`src/rtl/tx_cts_pkg.sv`:
```
package tx_cts_pkg;

    typedef enum logic [2:0] {
        ST_IDLE  = 3'd0,
        ST_ARMED = 3'd1,
        ST_SHIFT = 3'd2,
        ST_HOLD  = 3'd3,
        ST_TERM  = 3'd4
    } txg_state_e;

endpackage

```
`src/rtl/tx_cts_halfcnt.sv`:
```
// Half-bit position counter across one character on the line.
module tx_cts_halfcnt #(
    parameter  int CHAR_BITS = 8,
    localparam int HALVES    = 2 * CHAR_BITS,
    localparam int CW        = $clog2(HALVES)
) (
    input  logic          clk,
    input  logic          rst_n,
    input  logic          clr,
    input  logic          run,
    input  logic          half_tick,
    output logic [CW-1:0] count,
    output logic          at_check,
    output logic          at_end
);

    localparam logic [CW-1:0] LAST     = CW'(HALVES - 1);
    localparam logic [CW-1:0] CHECK_AT = CW'(HALVES - 4);

    always_ff @(posedge clk or negedge rst_n) begin
        if (!rst_n) begin
            count <= '0;
        end else if (clr) begin
            count <= '0;
        end else if (run && half_tick) begin
            if (count == LAST) begin
                count <= '0;
            end else begin
                count <= count + 1'b1;
            end
        end
    end

    always_comb begin
        at_end   = (count == LAST);
        at_check = (count == CHECK_AT);
    end

endmodule

```
`src/rtl/tx_cts_probe.sv`:
```
// Holds the clear-to-send decision taken at the sampling point.
module tx_cts_probe (
    input  logic clk,
    input  logic rst_n,
    input  logic flush,
    input  logic sample,
    input  logic cts_ok,
    output logic go
);

    always_ff @(posedge clk or negedge rst_n) begin
        if (!rst_n) begin
            go <= 1'b0;
        end else if (flush) begin
            go <= 1'b0;
        end else if (sample) begin
            go <= cts_ok;
        end
    end

endmodule

```
`src/rtl/tx_cts_seq.sv`:
```
// Character-gating state machine.
module tx_cts_seq
    import tx_cts_pkg::*;
(
    input  logic       clk,
    input  logic       rst_n,
    input  logic       mode_framed,
    input  logic       som_cmd,
    input  logic       tx_reset,
    input  logic       half_tick,
    input  logic       cts_ok,
    input  logic       fifo_avail,
    input  logic       at_end,
    input  logic       go,
    output txg_state_e state,
    output logic       load_next,
    output logic       terminated
);

    txg_state_e nxt;
    logic       abort;

    // state register and sticky flag
    always_ff @(posedge clk or negedge rst_n) begin
        if (!rst_n) begin
            state      <= ST_IDLE;
            terminated <= 1'b0;
        end else begin
            state <= nxt;
            if (abort) begin
                terminated <= 1'b1;
            end else if (som_cmd) begin
                terminated <= 1'b0;
            end
        end
    end

    // outputs
    always_comb begin
        load_next = 1'b0;
        abort     = 1'b0;
        if (!tx_reset && half_tick) begin
            unique case (state)
                ST_IDLE:  load_next = fifo_avail && cts_ok && !mode_framed;
                ST_ARMED: load_next = fifo_avail && cts_ok;
                ST_HOLD:  load_next = fifo_avail && cts_ok;
                ST_SHIFT: begin
                    load_next = fifo_avail && at_end && go;
                    abort     = at_end && !go && mode_framed;
                end
                ST_TERM:  load_next = 1'b0;
                default:  load_next = 1'b0;
            endcase
        end
    end

    // next state
    always_comb begin
        nxt = state;
        if (tx_reset) begin
            nxt = ST_IDLE;
        end else if (load_next) begin
            nxt = ST_SHIFT;
        end else begin
            unique case (state)
                ST_IDLE: begin
                    if (mode_framed && som_cmd) nxt = ST_ARMED;
                end
                ST_ARMED: nxt = ST_ARMED;
                ST_SHIFT: begin
                    if (half_tick && at_end) begin
                        if (go)               nxt = ST_IDLE;
                        else if (mode_framed) nxt = ST_TERM;
                        else                  nxt = ST_HOLD;
                    end
                end
                ST_HOLD: begin
                    if (half_tick && cts_ok && !fifo_avail) nxt = ST_IDLE;
                end
                ST_TERM: begin
                    if (som_cmd) nxt = ST_ARMED;
                end
                default: nxt = ST_IDLE;
            endcase
        end
    end

    // an aborted message can not emit characters
    p_term_no_load_r7: assert property (@(posedge clk) disable iff (!rst_n)
        (state == ST_TERM) |-> !load_next);

    // the abort state always carries the flag
    p_term_flag_r6: assert property (@(posedge clk) disable iff (!rst_n)
        (state == ST_TERM) |-> terminated);

endmodule

```
`src/rtl/tx_cts_gate.sv`:
```
module tx_cts_gate
    import tx_cts_pkg::*;
#(
    parameter int CHAR_BITS = 8
) (
    input  logic clk,
    input  logic rst_n,
    input  logic cts_ok,
    input  logic mode_framed,
    input  logic som_cmd,
    input  logic tx_reset,
    input  logic half_tick,
    input  logic fifo_avail,
    output logic load_next,
    output logic flush_req,
    output logic terminated
);

    localparam int HALVES = 2 * CHAR_BITS;
    localparam int CW     = $clog2(HALVES);
    localparam logic [CW-1:0] LAST = CW'(HALVES - 1);

    txg_state_e    state;
    logic [CW-1:0] hcnt;
    logic          at_check;
    logic          at_end;
    logic          go;
    logic          in_shift;

    assign in_shift  = (state == ST_SHIFT);
    assign flush_req = tx_reset;

    tx_cts_halfcnt #(.CHAR_BITS(CHAR_BITS)) u_cnt (
        .clk      (clk),
        .rst_n    (rst_n),
        .clr      (tx_reset || load_next),
        .run      (in_shift),
        .half_tick(half_tick),
        .count    (hcnt),
        .at_check (at_check),
        .at_end   (at_end)
    );

    tx_cts_probe u_probe (
        .clk   (clk),
        .rst_n (rst_n),
        .flush (tx_reset),
        .sample(in_shift && half_tick && at_check),
        .cts_ok(cts_ok),
        .go    (go)
    );

    tx_cts_seq u_seq (
        .clk        (clk),
        .rst_n      (rst_n),
        .mode_framed(mode_framed),
        .som_cmd    (som_cmd),
        .tx_reset   (tx_reset),
        .half_tick  (half_tick),
        .cts_ok     (cts_ok),
        .fifo_avail (fifo_avail),
        .at_end     (at_end),
        .go         (go),
        .state      (state),
        .load_next  (load_next),
        .terminated (terminated)
    );

    // a load restarts the character position
    p_restart_count_r3: assert property (@(posedge clk) disable iff (!rst_n)
        load_next |=> (hcnt == '0));

    // position never leaves the character
    p_cnt_range_r3: assert property (@(posedge clk) disable iff (!rst_n)
        hcnt <= LAST);

    // decision moves only on the sampling tick
    p_sample_point_r4: assert property (@(posedge clk) disable iff (!rst_n)
        (in_shift && !(half_tick && at_check) && !tx_reset) |=> $stable(go));

    // the flag rises only after a framed boundary with a negative decision
    p_abort_cause_r6: assert property (@(posedge clk) disable iff (!rst_n)
        $rose(terminated) |-> $past(half_tick && !go && mode_framed));

    // a start command off the tick clears the flag
    p_som_clear_r7: assert property (@(posedge clk) disable iff (!rst_n)
        (som_cmd && !half_tick) |=> !terminated);

    // reset drops the position and the decision
    p_reset_clears_r9: assert property (@(posedge clk) disable iff (!rst_n)
        tx_reset |=> ((hcnt == '0) && !go));

endmodule

```
`config.mk`:
```
export PLATFORM = sky130hd
export DESIGN_NAME = tx_cts_gate
export DESIGN_NICKNAME = d
export VERILOG_FILES = /design/src/rtl/tx_cts_pkg.sv /design/src/rtl/tx_cts_halfcnt.sv /design/src/rtl/tx_cts_probe.sv /design/src/rtl/tx_cts_seq.sv /design/src/rtl/tx_cts_gate.sv
export SDC_FILE = /design/constraint.sdc
export NUM_CORES = 1
export LEC_CHECK = 0
export BUFFER_PORTS_ARGS = -buffer_cell sky130_fd_sc_hd__buf_2
export CAP_MARGIN = 25
export CORE_UTILIZATION = 30
export CTS_CLUSTER_SIZE = 16
export DETAILED_ROUTE_END_ITERATION = 8
export GPL_TIMING_DRIVEN = 0
export MAX_ROUTING_LAYER = met4
export RECOVER_POWER = 100
export SLEW_MARGIN = 20
export SYNTH_ARGS = -nofsm -noshare
export SYNTH_HDL_FRONTEND = slang
export SYNTH_SLANG_ARGS = --single-unit
export TNS_END_PERCENT = 50
```
`constraint.sdc`:
```
create_clock -name clk -period 2.46 [get_ports clk]
set_input_delay 0.123 -clock clk [delete_from_list [all_inputs] [get_ports clk]]
set_output_delay 0.123 -clock clk [all_outputs]
set_load 0.01 [all_outputs]
```
==> flow_metrics.tcl <==
set metrics [dict create \
    outcome "completed" \
    grt_pass1_wl_microns 2050 \
    dieArea_sq_mm 0.00213 \
    power_leakage_nw 0.292 \
    first_pass_iters 4 \
    slew_headroom_pct 55.8 \
    antenna_cells 0 \
    drc 0 \
    first_global_vias 470 \
    grt_overflow 0 \
    ys_ff_latch 9 \
    num_vias 544 \
    setup_viol 0 \
    startpoint "u_cnt.count[0]" \
    synth_top_family_by_area "simple AND/OR/NAND/NOR gates" \
    cp_slowest_cell "o21ai_0" \
    dp_worst_setup_slack_ps 814 \
    grt.met2_usage_pct 20.3 \
    synth_edf_count 0 \
    p_clk_share_pct 37.4 \
    ios 11 \
    synthXorXnorAreaFrac_pct 1.50 \
    die_w_microns 46.2 \
    tightest_slew_ps 656 \
    wl_microns 1320 \
    synth-compound-area-share_pct 19.2 \
    synthMuxAreaShare_pct 1.71 \
    max_cap_viol_count 0 \
    power_frac_seq_pct 48.7 \
    totalNegativeSetupSlack_ps 0 \
    grt.met3_usage_pct 3.53 \
    hold_path_class "input pin to flip-flop" \
    routed_via_density 5.08 \
    layout_common_cells "dfrtp_1 (9), a21oi_1 (8), inv_1 (6), clkbuf_1 (6), buf_2 (6)" \
    syn_to_final_growth_pct 17.9 \
    initialDrtViolationCount 7 \
    hpwlAfterDp_microns 948 \
    reg2reg_from "u_cnt.count[0]" \
    fin_crit_ps 1850 \
    numClockSinks 9 \
    path_clk_slew_ps 60 \
    p_int_w 0.000231 \
    cts_buffer_depth 2 \
    dpl-instance-area_sq_um 667 \
    place.gp.congestion 0.853 \
    required_ps 2580 \
    slowest_delay_ps 560 \
    netlist_area_sq_um 586 \
    wl_per_cell_microns 12.4 \
    clk_latency_ps 260 \
    die_height_microns 46.2 \
    hold_viol_final 0 \
    endpoint_kind "flip-flop" \
    switchingPower_w 0.0000828 \
    sw_frac_of_total_pct 26.4 \
    cp_cell_sequence "ha_1, and3_1, a32oi_1, o21ai_0, nor2_1" \
    core_area_sq_mm 0.00178 \
    combPwrFrac_pct 13.9 \
    rows 15 \
    arrival_ps 1980 \
    ir_worst_vdd_uv 210 \
    grt_max_degree 11 \
    utilization_pct 38.7 \
    worstSetupStartpointType "flip-flop" \
    use_met1_pct 18.4 \
    finalCritPeriodShare_pct 75.3 \
    critical_path.max_fanout 5 \
    fin_nets 93 \
    yosysSeqAreaShare_pct 38.5 \
    skew_ps 1.14 \
    port_buffers 10 \
    synthAdderAreaFrac_pct 4.27 \
    tritoncts "done" \
    final_common_cell "dfrtp_1" \
    path_class "flip-flop to flip-flop" \
    ys.flop_type "dfrtp_1" \
    async_flop_share_pct 100 \
    synth_fp_nets 77 \
    final_area_sq_um 691 \
    busiest_layer "met2" \
    max_freq_mhz 540 \
    initial_core_util_pct 32.8 \
    syn_avg_cell_area_sq_um 8.74 \
    power_density_mw_per_mm2 455 \
    antenna_found_initial 0 \
    setup_slack_ps 607 \
    synth_cell_types 32 \
    slew_viol_final 0 \
    cts_max_level 1 \
    cts-buffers-inserted 3 \
    drtAntennaViolNets 0 \
    nFillCells 197 \
    synth_warnings 0 \
    timing.hold.worst.start "som_cmd" \
    cts-root-buf "clkbuf_4" \
    rsz0062_at_grt "no" \
    synthCells 67 \
    synth-simple-area-share_pct 27.8 \
    grt.total_usage_pct 14.8 \
    drive_gt1_share_pct 12.2 \
]
-- cell families after synthesis --
| group | after synthesis |
|---|---|
| AOI/OAI and AO/OA | 19 |
| xor gates and xnor gates | 1 |
| adders and majority gates | 2 |
| buffers and inverters | 8 |
| DFF | 9 |
| muxes | 1 |
| and+or+nand+nor | 27 |
-- final timing paths --
path / depth (start not counted) / slack, ps / endpoint
max: 5 / 610 / u_cnt.count[0]
min: 2 / 100 / u_seq.terminated
max reg2reg: 5 / 610 / u_cnt.count[0]
min reg2reg: 2 / 550 / u_seq.terminated
max in group asynchronous: 2 / 1790 / u_cnt.count[1]
min in group asynchronous: 2 / 330 / u_seq.state[2]
-- synthesized netlist by cell type (2+ instances only) --
| master | instances | share of area, % |
|---|---|---|
| or4_1 | 2 | 2.6 |
| inv_1 | 6 | 3.8 |
| nand4_1 | 2 | 2.1 |
| dfrtp_1 | 9 | 38 |
| nand2b_1 | 2 | 2.1 |
| nor2_1 | 5 | 3.2 |
| nand2_1 | 5 | 3.2 |
| nor3_1 | 2 | 1.7 |
| ha_1 | 2 | 4.3 |
| o21ai_0 | 3 | 2.6 |
| a21oi_1 | 8 | 6.8 |
-- power by group through the flow --
| stage | combinational, W | sequential (W) | clock [W] |
|---|---|---|---|
| after detailed placement | 0.0000461 | 0.000156 | 0 |
| after CTS | 0.0000477 | 0.000153 | 0.000122 |
| final | 0.0000437 | 0.000153 | 0.000117 |
| after global placement | 0.0000457 | 0.000156 | 0 |
| after global routing | 0.0000484 | 0.000153 | 0.000134 |
| after floorplan | 0.0000276 | 0.000156 | 0 |
-- per-stage QoR --
stage | cells | hold slack, ps | power [W]
6_report | 107 | 101 | 0.000314
5_1_grt | 107 | 88.8 | 0.000335
4_1_cts | 107 | 66.3 | 0.000323
3_5_place_dp | 102 | -7.84 | 0.000202
3_3_place_gp | 102 | -13.4 | 0.000202
2_1_floorplan | 67 | -173 | 0.000183
-- sequential cells by signal (all words and copies together) (netlist names) --
register	cells
u_seq.state	3
u_cnt.count	4
u_probe.go	1
u_seq.terminated	1
-- layer usage --
layer  vias up  wire length, microns
met4         0                    34
met5         -                     0
met3         4                    32
li1        278                     -
met2        14                   624
met1       248                   631
-- cell type report --
cell class,count,area (sq um),share of cell area (%)
tap,25,31.3,4.53
multi-input combinational,50,319,46.2
clock buffer,4,26.3,3.80
inverter,6,22.5,3.26
buffer,2,11.3,1.63
sequential,9,225,32.6
timing repair buffer,11,55.1,7.97
-- repair_timing --
| item | CTS | global route |
|---|---|---|
| hold buffers | 1 | 0 |
| buffers inserted | 0 | 0 |
| resized for setup | 0 | 0 |
| hold endpoints to repair | 9 | 0 |
-- critical path, delay by kind of cell, from the launching register on --
family,cells,cell delay [ps]
and+or+nand+nor,2,360
AOI/OAI and AO/OA,2,690
adders and majority gates,1,240
DFF,1,420
No activity file was read; power rests on OpenSTA's default activity.
